**config.mk**
```make
export PLATFORM = sky130hd
export DESIGN_NAME = imp_quality_gate
export DESIGN_NICKNAME = d
export VERILOG_FILES = /design/src/rtl/imp_gate_pkg.sv /design/src/rtl/imp_gate_chan.sv /design/src/rtl/imp_gate_dp.sv /design/src/rtl/imp_gate_ctrl.sv /design/src/rtl/imp_quality_gate.sv
export SDC_FILE = /design/constraint.sdc
export NUM_CORES = 1
export LEC_CHECK = 0
export ABC_AREA = 1
export BUFFER_PORTS_ARGS = -buffer_cell sky130_fd_sc_hd__buf_2
export CORE_MARGIN = 2
export CORE_UTILIZATION = 50
export CTS_BUF_LIST = sky130_fd_sc_hd__clkbuf_8 sky130_fd_sc_hd__clkbuf_16
export DETAILED_ROUTE_END_ITERATION = 16
export GPL_TIMING_DRIVEN = 0
export MAX_ROUTING_LAYER = met4
export PLACE_DENSITY = 0.7
export SYNTH_ARGS = -nofsm -noshare
export SYNTH_HDL_FRONTEND = slang
export SYNTH_HIERARCHICAL = 1
export SYNTH_SLANG_ARGS = --single-unit
```
**constraint.sdc**
```tcl
create_clock -name clk -period 11.4 [get_ports clk]
set_clock_uncertainty 0.15 [all_clocks]
set_input_delay 2.28 -clock clk [delete_from_list [all_inputs] [get_ports clk]]
set_output_delay 2.28 -clock clk [all_outputs]
set_load 0.05 [all_outputs]
```
**src/rtl/imp_gate_pkg.sv**
```systemverilog
package imp_gate_pkg;

  localparam int FLAG_W = 6;

  typedef enum logic [1:0] {
    VERD_NONE   = 2'd0,
    VERD_ACCEPT = 2'd1,
    VERD_RETRY  = 2'd2,
    VERD_REJECT = 2'd3
  } verdict_e;

  typedef enum logic [2:0] {
    RSN_NONE    = 3'd0,
    RSN_CONTACT = 3'd1,
    RSN_PHASE   = 3'd2,
    RSN_MAG     = 3'd3,
    RSN_SAT     = 3'd4,
    RSN_EXHAUST = 3'd5
  } reason_e;

  typedef enum logic [2:0] {
    ST_IDLE,
    ST_SETTLE,
    ST_COLLECT,
    ST_DECIDE,
    ST_BACKOFF
  } state_e;

  // strobes from control to datapath
  typedef struct packed {
    logic clr;        // clear group statistics and held faults
    logic acc;        // fold current burst into statistics
    logic capFault;   // latch status bits of a faulted burst
    logic publish;    // register quality flags
    logic pubAccept;  // register means
  } gate_strobe_t;

endpackage

```
**src/rtl/imp_gate_chan.sv**
```systemverilog
// Running min, max and sum of one channel over a burst group.
module imp_gate_chan #(
  parameter int DW     = 16,
  parameter int SUM_W  = 19,
  parameter int NSEL_W = 2
) (
  input  logic              clk,
  input  logic              rstN,
  input  logic              clr,
  input  logic              acc,
  input  logic [DW-1:0]     sample,
  input  logic [DW-1:0]     tol,
  input  logic [NSEL_W-1:0] shamt,
  output logic              spreadBad,
  output logic [DW-1:0]     mean
);

  logic [DW-1:0]    lo, hi, spread;
  logic [SUM_W-1:0] sum;

  always_ff @(posedge clk or negedge rstN) begin
    if (!rstN) begin
      lo  <= '1;
      hi  <= '0;
      sum <= '0;
    end else if (clr) begin
      lo  <= '1;
      hi  <= '0;
      sum <= '0;
    end else if (acc) begin
      if (sample < lo) lo <= sample;
      if (sample > hi) hi <= sample;
      sum <= sum + SUM_W'(sample);
    end
  end

  assign spread    = hi - lo;
  assign spreadBad = spread > tol;
  assign mean      = DW'(sum >> shamt);

endmodule

```
**src/rtl/imp_gate_dp.sv**
```systemverilog
module imp_gate_dp import imp_gate_pkg::*; #(
  parameter int DW     = 16,
  parameter int NSEL_W = 2
) (
  input  logic              clk,
  input  logic              rstN,
  input  gate_strobe_t      stb,
  input  logic [DW-1:0]     burstMag,
  input  logic [DW-1:0]     burstPhase,
  input  logic              elecOpen,
  input  logic              contactFault,
  input  logic              adcSat,
  input  logic [DW-1:0]     cfgMagMax,
  input  logic [DW-1:0]     cfgMagTol,
  input  logic [DW-1:0]     cfgPhaseTol,
  input  logic [NSEL_W-1:0] cfgLog2N,
  output logic              curContact,
  output logic              curSat,
  output logic              heldContact,
  output logic              heldSat,
  output logic              phaseBad,
  output logic              magBad,
  output logic [DW-1:0]     magOut,
  output logic [DW-1:0]     phaseOut,
  output logic [FLAG_W-1:0] qualFlags
);

  localparam int SUM_W  = DW + (1 << NSEL_W) - 1;
  localparam int NCHAN  = 2;   // 0 magnitude, 1 phase

  logic [DW-1:0] chSample [NCHAN];
  logic [DW-1:0] chTol    [NCHAN];
  logic [DW-1:0] chMean   [NCHAN];
  logic          chBad    [NCHAN];

  assign chSample[0] = burstMag;
  assign chSample[1] = burstPhase;
  assign chTol[0]    = cfgMagTol;
  assign chTol[1]    = cfgPhaseTol;

  for (genvar c = 0; c < NCHAN; c++) begin : g_chan
    imp_gate_chan #(.DW(DW), .SUM_W(SUM_W), .NSEL_W(NSEL_W)) u_chan (
      .clk      (clk),
      .rstN     (rstN),
      .clr      (stb.clr),
      .acc      (stb.acc),
      .sample   (chSample[c]),
      .tol      (chTol[c]),
      .shamt    (cfgLog2N),
      .spreadBad(chBad[c]),
      .mean     (chMean[c])
    );
  end

  logic curRange;
  logic hOpen, hContact, hSat, hRange, heldAny;

  assign curRange   = burstMag > cfgMagMax;
  assign curContact = elecOpen | contactFault;
  assign curSat     = adcSat | curRange;

  always_ff @(posedge clk or negedge rstN) begin
    if (!rstN) begin
      {hOpen, hContact, hSat, hRange} <= '0;
    end else if (stb.clr) begin
      {hOpen, hContact, hSat, hRange} <= '0;
    end else if (stb.capFault) begin
      hOpen    <= elecOpen;
      hContact <= contactFault;
      hSat     <= adcSat;
      hRange   <= curRange;
    end
  end

  assign heldAny     = hOpen | hContact | hSat | hRange;
  assign heldContact = hOpen | hContact;
  assign heldSat     = hSat | hRange;
  assign magBad      = !heldAny && chBad[0];
  assign phaseBad    = !heldAny && chBad[1];

  always_ff @(posedge clk or negedge rstN) begin
    if (!rstN) begin
      magOut    <= '0;
      phaseOut  <= '0;
      qualFlags <= '0;
    end else begin
      if (stb.publish)
        qualFlags <= {magBad, phaseBad, hRange, hSat, hContact, hOpen};
      if (stb.pubAccept) begin
        magOut   <= chMean[0];
        phaseOut <= chMean[1];
      end
    end
  end

endmodule

```
**src/rtl/imp_gate_ctrl.sv**
```systemverilog
module imp_gate_ctrl import imp_gate_pkg::*; #(
  parameter int CNT_W   = 16,
  parameter int NSEL_W  = 2,
  parameter int RETRY_W = 4
) (
  input  logic               clk,
  input  logic               rstN,
  input  logic               start,
  input  logic               burstValid,
  input  logic [CNT_W-1:0]   cfgSettle,
  input  logic [CNT_W-1:0]   cfgBackoff,
  input  logic [NSEL_W-1:0]  cfgLog2N,
  input  logic [RETRY_W-1:0] cfgMaxRetry,
  input  logic               curContact,
  input  logic               curSat,
  input  logic               heldContact,
  input  logic               heldSat,
  input  logic               phaseBad,
  input  logic               magBad,
  output gate_strobe_t       stb,
  output logic               measReq,
  output logic               verdictValid,
  output logic [1:0]         verdict,
  output logic [2:0]         reasonCode,
  output logic [RETRY_W-1:0] retryCnt
);

  localparam int MAXN   = 1 << ((1 << NSEL_W) - 1);
  localparam int NCNT_W = $clog2(MAXN + 1);

  state_e             state, nxt;
  logic [CNT_W-1:0]   timer;
  logic [NCNT_W-1:0]  burstCnt, groupN;
  reason_e            cause, reasonNow;
  verdict_e           verdNow;

  assign groupN  = NCNT_W'(1) << cfgLog2N;
  assign measReq = (state == ST_SETTLE) || (state == ST_COLLECT);

  always_comb begin
    cause = RSN_NONE;
    if (heldContact)   cause = RSN_CONTACT;
    else if (heldSat)  cause = RSN_SAT;
    else if (phaseBad) cause = RSN_PHASE;
    else if (magBad)   cause = RSN_MAG;
    if (cause == RSN_NONE)            verdNow = VERD_ACCEPT;
    else if (retryCnt == cfgMaxRetry) verdNow = VERD_REJECT;
    else                              verdNow = VERD_RETRY;
    reasonNow = (verdNow == VERD_REJECT) ? RSN_EXHAUST : cause;
  end

  always_comb begin
    nxt = state;
    stb = '0;
    unique case (state)
      ST_IDLE: if (start) begin
        nxt     = ST_SETTLE;
        stb.clr = 1'b1;
      end
      ST_SETTLE: if (timer == '0) nxt = ST_COLLECT;
      ST_COLLECT: if (burstValid) begin
        if (curContact || curSat) begin
          stb.capFault = 1'b1;
          nxt          = ST_DECIDE;
        end else begin
          stb.acc = 1'b1;
          if (burstCnt + NCNT_W'(1) == groupN) nxt = ST_DECIDE;
        end
      end
      ST_DECIDE: begin
        stb.publish = 1'b1;
        if (verdNow == VERD_ACCEPT) begin
          stb.pubAccept = 1'b1;
          nxt           = ST_IDLE;
        end else if (verdNow == VERD_REJECT) begin
          nxt = ST_IDLE;
        end else begin
          nxt = ST_BACKOFF;
        end
      end
      ST_BACKOFF: if (timer == '0) begin
        nxt     = ST_SETTLE;
        stb.clr = 1'b1;
      end
      default: nxt = ST_IDLE;
    endcase
  end

  always_ff @(posedge clk or negedge rstN) begin
    if (!rstN) begin
      state        <= ST_IDLE;
      timer        <= '0;
      burstCnt     <= '0;
      retryCnt     <= '0;
      verdictValid <= 1'b0;
      verdict      <= '0;
      reasonCode   <= '0;
    end else begin
      state <= nxt;
      if (nxt == ST_SETTLE && state != ST_SETTLE)
        timer <= cfgSettle;
      else if (nxt == ST_BACKOFF && state != ST_BACKOFF)
        timer <= cfgBackoff;
      else if (timer != '0)
        timer <= timer - CNT_W'(1);

      if (stb.clr)      burstCnt <= '0;
      else if (stb.acc) burstCnt <= burstCnt + NCNT_W'(1);

      if (state == ST_IDLE && start)
        retryCnt <= '0;
      else if (state == ST_DECIDE && verdNow == VERD_RETRY)
        retryCnt <= retryCnt + RETRY_W'(1);

      verdictValid <= (state == ST_DECIDE);
      if (state == ST_DECIDE) begin
        verdict    <= verdNow;
        reasonCode <= reasonNow;
      end
    end
  end

endmodule

```
**src/rtl/imp_quality_gate.sv**
```systemverilog
module imp_quality_gate import imp_gate_pkg::*; #(
  parameter int DW      = 16,
  parameter int CNT_W   = 16,
  parameter int NSEL_W  = 2,
  parameter int RETRY_W = 4
) (
  input  logic               clk,
  input  logic               rstN,
  input  logic               start,
  input  logic [CNT_W-1:0]   cfgSettle,
  input  logic [CNT_W-1:0]   cfgBackoff,
  input  logic [NSEL_W-1:0]  cfgLog2N,
  input  logic [RETRY_W-1:0] cfgMaxRetry,
  input  logic [DW-1:0]      cfgMagTol,
  input  logic [DW-1:0]      cfgPhaseTol,
  input  logic [DW-1:0]      cfgMagMax,
  input  logic               burstValid,
  input  logic [DW-1:0]      burstMag,
  input  logic [DW-1:0]      burstPhase,
  input  logic               elecOpen,
  input  logic               contactFault,
  input  logic               adcSat,
  output logic               measReq,
  output logic               verdictValid,
  output logic [1:0]         verdict,
  output logic [2:0]         reasonCode,
  output logic [RETRY_W-1:0] retryCnt,
  output logic [DW-1:0]      magOut,
  output logic [DW-1:0]      phaseOut,
  output logic [FLAG_W-1:0]  qualFlags
);

  gate_strobe_t stb;
  logic curContact, curSat, heldContact, heldSat, phaseBad, magBad;

  imp_gate_ctrl #(.CNT_W(CNT_W), .NSEL_W(NSEL_W), .RETRY_W(RETRY_W)) u_ctrl (
    .clk         (clk),
    .rstN        (rstN),
    .start       (start),
    .burstValid  (burstValid),
    .cfgSettle   (cfgSettle),
    .cfgBackoff  (cfgBackoff),
    .cfgLog2N    (cfgLog2N),
    .cfgMaxRetry (cfgMaxRetry),
    .curContact  (curContact),
    .curSat      (curSat),
    .heldContact (heldContact),
    .heldSat     (heldSat),
    .phaseBad    (phaseBad),
    .magBad      (magBad),
    .stb         (stb),
    .measReq     (measReq),
    .verdictValid(verdictValid),
    .verdict     (verdict),
    .reasonCode  (reasonCode),
    .retryCnt    (retryCnt)
  );

  imp_gate_dp #(.DW(DW), .NSEL_W(NSEL_W)) u_dp (
    .clk         (clk),
    .rstN        (rstN),
    .stb         (stb),
    .burstMag    (burstMag),
    .burstPhase  (burstPhase),
    .elecOpen    (elecOpen),
    .contactFault(contactFault),
    .adcSat      (adcSat),
    .cfgMagMax   (cfgMagMax),
    .cfgMagTol   (cfgMagTol),
    .cfgPhaseTol (cfgPhaseTol),
    .cfgLog2N    (cfgLog2N),
    .curContact  (curContact),
    .curSat      (curSat),
    .heldContact (heldContact),
    .heldSat     (heldSat),
    .phaseBad    (phaseBad),
    .magBad      (magBad),
    .magOut      (magOut),
    .phaseOut    (phaseOut),
    .qualFlags   (qualFlags)
  );

endmodule

```
== After elaboration in Yosys (flattened, before gate mapping) ==
Index checks and enable logic that the tools add are counted.

* Flip-flop bits (word level): 177
* Latch bits: 0
* RAM bits: 0
* Memory bits (read-only): 0
* Bits of input ports: 125
* Output and inout port bits: 49
* Logic and storage cells: 137
* Memories: 0

* Add/sub/neg operators: 7
* Multiply operators: 0
* Div/mod/pow operators: 0
* $lt $le $gt $ge: 7
* Eq/ne operators: 13
* Shifts and indexed selects: 3
* Mux-type cells: 56
* Bitwise logic cells: 6
* Reduce and logical (&&, ||, !) cells: 25

{| class="wikitable"
|+ Operators with widths
! cell !! number
|-
| $mux 16 || 15
|-
| $gt 16x16->1 || 5
|-
| $mux 19 || 4
|-
| $add 19x16->19 || 2
|-
| $shr 19x2->16 || 2
|-
| $mux 3 || 12
|-
| $lt 16x16->1 || 2
|-
| $sub 16x16->16 || 2
|-
| $logic_not 16->1 || 1
|-
| $mux 4 || 4
|-
| $reduce_bool 16->1 || 1
|-
| $sub 16x1->16 const B || 1
|-
| $pmux 3 s5 || 1
|-
| $mux 1 || 14
|-
| $reduce_bool 2->1 || 7
|-
| $mux 2 || 5
|-
| $add 4x1->4 const B || 2
|-
| $eq 4x4->1 || 2
|-
| $reduce_and 2->1 || 4
|-
| $eq 3x1->1 const B || 2
|-
| $eq 3x2->1 const B || 2
|-
| $eq 3x3->1 const B || 2
|-
| $logic_and 1x1->1 || 6
|-
| $logic_not 3->1 || 2
|-
| 10 further kinds || 17
|}

== Depth between registers and ports, before layout ==
* Word-level depth: 19
* Depth in mapped cells: 28
* Gate-level depth less buffers: 28

== Hierarchy ==
The synthesis kept the hierarchy.

{| class="wikitable"
|+ Modules (own cells, without submodules)
! module !! times used !! cells each !! area an instance (um2) !! seq. area each (um2)
|-
| imp_gate_chan at u_dp.g_chan[0].u_chan || 1 || 768 || 5,476.5 || 1,296.2
|-
| imp_gate_chan at u_dp.g_chan[1].u_chan || 1 || 768 || 5,420.2 || 1,296.2
|-
| imp_gate_ctrl || 1 || 370 || 2,399.8 || 825.8
|-
| imp_gate_dp || 1 || 188 || 2,209.6 || 1,051.0
|}

== Worst setup path before layout ==
Ideal clock, no wire load.

* Path kind: input-to-reg
* Start point: input cfgMagMax[7]
* End point: register u_dp.g_chan[1].u_chan.hi[14]
* Library setup time: 0.066 ns
* Data arrival time: 4.437 ns
* Data required time: 11.184 ns
* Setup slack: 6.747 ns
* Cell stages on the path: 18
* Buffers on the path: 2
* Cells stage by stage: inv_1 -> ha_1 -> a21o_1 -> nor2_1 -> nand2_1 -> nand2_1 -> nand2_1 -> nand2_1 -> nand2_1 -> nor2_1 -> inv_1 -> nor2_1 -> buf_4 -> inv_2 -> a31oi_4 -> buf_2 -> nand4_1 -> nand2_1

{| class="wikitable"
|+ RTL lines
! what !! line !! RTL
|-
| start: declaration || imp_quality_gate.sv:16 || <nowiki>input logic [DW-1:0] cfgMagMax,</nowiki>
|-
| end signal: assignment || imp_gate_chan.sv:32 || <nowiki>if (sample > hi) hi <= sample;</nowiki>
|-
| end: declaration || imp_gate_chan.sv:18 || <nowiki>logic [DW-1:0] lo, hi, spread;</nowiki>
|}

==> impl_metrics.toml <==
[run_status]
status = "completed"

[cells_and_area]
final.fill_count = 2901
final_util_pct = 57.1
syn2layout_area_growth_pct = 12.7
stdcell_area_sq_mm = 0.0175
nets = 2591
drive_gt1_share_pct = 18.9

[logic_synthesis]
syn_inst = 2094
yosys_warnings = 6
yosys.cell_types.count = 55
syn_avg_cell_area_sq_um = 7.41
ys_top_cells_by_count = "nand2_1, inv_1, ha_1, nand3_1, dfrtp_1"
synth_seq_area_share_pct = 28.8
synth.net_count = 2398
synth-main-ff-cell = "dfrtp_1"
yosysMostFrequentCell = "nand2_1"
synth_top_cell_area_share_pct = 23.4
yosys-top-cells-area = "dfrtp_1, ha_1, nand2_1"
async_reset_ff_share_pct = 100
ys_seq_elements = 177
synth.largest_area_cell = "dfrtp_1"
syn-cell-area_sq_mm = 0.0155
synth-edff-count = 0

[critical_path]
worstPathArrival_ps = 5460
cp_max_fo = 9
start_kind = "primary input"
end_kind = "register"
cp.required_ps = 11610
crit_type = "primary input to register"

[route]
dr.first_iter.drc_count = 1079
drt_first_pass_iters = 7
wire_per_inst_um = 15.2
vias_per_cell = 5.35
route.detailed.drc = 0
vias = 14419
totalWireLength_um = 41100
ant_nets = 0

[power]
sw_frac_of_total_pct = 41.3
intPower_mw = 1.44
comb_power_share_pct = 42.7
p_clk_share_pct = 23.6
seqPwrFrac_pct = 33.7
p_per_area_mw_per_mm2 = 140
p_sw_mw = 1.01
p_leak_nw = 9.39
ir_worst_vdd_mv = 0.0810

[clock_tree]
cts_htree_levels = 4
clk_pin_slew_ps = 70
postCtsHoldBufs = 0
post_cts_buffers = 0
cts-root-buf = "clkbuf_16"
cts.path.max_buffers = 2
cts_tree = "built"
clock-sinks = 177
cts_resized = 0
numCtsBuffers = 17
clk_latency_ps = 440

[placed_design]
place_congestion = 0.947
numPortBuffers = 173
dp_hpwl_um = 32600
post_dp_cell_area_sq_mm = 0.0169

[floorplanning]
chipWidth_um = 180
die-area_sq_mm = 0.0324
io_pins = 174
start_util_pct = 50.7
core_sq_mm = 0.0306
rows = 64
die_h_um = 180

[sta]
setup_tns_ps = 0
hold_violations = 0
report.final.setup_viol = 0
slew_headroom_pct = 57.9
min_period_over_period_pct = 46.0
fmax_mhz = 191
worst_pin_slew_ps = 632
min_period_ps = 5250
rsz0062_at_grt = "false"
drv_slew = 0

[job]
max_cap_viol_count = 0

[min_path]
hold_path_class = "register to register"

[grt]
grt_max_degree = 108
grt_overflow_total = 0
antenna_found_initial = 1
grt.total_usage_pct = 26.2
grt_pass1_vias = 13929
grt_pass1_wl_um = 68400
-- registers in the layout, summed over array words and instances (netlist names) --
signal,cells
u_dp/g_chan.u_chan/hi,32
u_dp/hContact,1
u_ctrl/timer,16
u_dp/hSat,1
u_dp/phaseOut,16
u_dp/g_chan.u_chan/lo,32
u_dp/hOpen,1
u_ctrl/burstCnt,4
u_ctrl/reasonCode,3
u_dp/qualFlags,6
u_dp/hRange,1
u_ctrl/state,3
u_dp/magOut,16
u_ctrl/retryCnt,4
u_dp/g_chan.u_chan/sum,38
u_ctrl/verdict,2
u_ctrl/verdictValid,1
-- kinds of logic after synthesis --
group                      after synthesis  synth area share (%)
and+or+nand+nor                        988                  29.0
buffers and inverters                  342                  9.46
AOI/OAI and AO/OA                      314                  11.4
adders and majority gates              179                  14.6
DFF                                    177                  28.8
muxes                                   48                  4.10
xor gates and xnor gates                46                  2.60
-- per-stage QoR --
step / total power, mW / std cells / hold slack (ps) / setup WS [ps]
3_5_place_dp: 1.88 / 2664 / 301 / 5790
4_1_cts: 2.47 / 2696 / 313 / 6220
2_1_floorplan: 1.61 / 2094 / 292 / 6750
3_3_place_gp: 1.85 / 2663 / 299 / 4860
5_1_grt: 2.68 / 2697 / 328 / 5880
6_report: 2.45 / 2697 / 311 / 6150
-- final timing paths --
check | from | cells after the start | endpoint | slack [ps]
worst min register to register | u_dp/g_chan[0].u_chan/lo[14]$_DFFE_PN1P_ | 2 | u_dp/g_chan[0].u_chan/lo[14]$_DFFE_PN1P_ | 310
worst max register to register | u_dp/g_chan[0].u_chan/hi[0]$_DFFE_PN0P_ | 25 | u_ctrl/timer[8]$_DFFE_PN0P_ | 6660
min in group asynchronous | rstN | 1 | u_dp/g_chan[0].u_chan/hi[6]$_DFFE_PN0P_ | 1640
max in group asynchronous | rstN | 2 | u_dp/phaseOut[3]$_DFFE_PN0P_ | 8560
worst max-delay path | burstMag[7] | 19 | u_dp/g_chan[0].u_chan/sum[10]$_DFFE_PN0P_ | 6150
worst min-delay path | u_dp/g_chan[0].u_chan/lo[14]$_DFFE_PN1P_ | 2 | u_dp/g_chan[0].u_chan/lo[14]$_DFFE_PN1P_ | 310
-- critical path: stages --
cell and delay (ps):
buf_2 210, ha_1 280, a21o_1 180, nor2_1 140, nand2_1 80, nand2_1 60, nand2_1 140, nand2_1 100
nand2_1 60, nor2_1 140, inv_1 50, nor2_1 440, buf_4 300, inv_2 80, nor2_2 410, inv_2 180
a21oi_1 140, o21ai_0 90, o21ai_1 70
-- layer usage --
metal | vias to the layer above | global-route usage (%) | wire, um | share of wire [%]
met4 | 0 | 5.97 | 529 | 1.3
met3 | 43 | 5.05 | 2680 | 6.5
met1 | 6682 | 34.6 | 19400 | 47
li1 | 7313 | - | - | -
met2 | 381 | 41.9 | 18500 | 45
met5 | - | - | 0 | 0
-- cell usage in the layout, fill, tap and decap left out, types with 14 or more instances in the layout --
cell type / count
a21oi_1: 143
buf_2: 187
clkbuf_16: 17
dfrtp_1: 145
dfstp_2: 32
ha_1: 175
inv_1: 277
mux2_4: 30
mux2i_1: 14
nand2_1: 520
nand2_2: 27
nand3_1: 161
nand4_1: 55
nor2_1: 141
o21ai_0: 89
o21ai_1: 14
o22ai_1: 21
or2_2: 30
xnor2_1: 25
xor2_1: 21
-- layout make-up --
class | count | area [sq um] | share of cell area [%]
Buffer | 51 | 367 | 2.10
Inverter | 291 | 1100 | 6.29
Antenna cell | 1 | 2.50 | 0.0143
Sequential cell | 177 | 4470 | 25.6
Timing Repair Buffer | 174 | 903 | 5.17
Tap cell | 396 | 495 | 2.84
Clock buffer | 17 | 425 | 2.43
Multi-Input combinational cell | 1575 | 9570 | 54.8
Clock inverter | 15 | 144 | 0.823
-- power groups by stage --
stage | clock network [mW] | logic (mW) | registers, mW
2_1_floorplan | 0 | 0.784 | 0.822
3_5_place_dp | 0 | 1.05 | 0.837
5_1_grt | 0.620 | 1.22 | 0.839
4_1_cts | 0.594 | 1.05 | 0.826
3_3_place_gp | 0 | 1.01 | 0.835
6_report | 0.580 | 1.05 | 0.827
(Power assumes the default switching activity.)
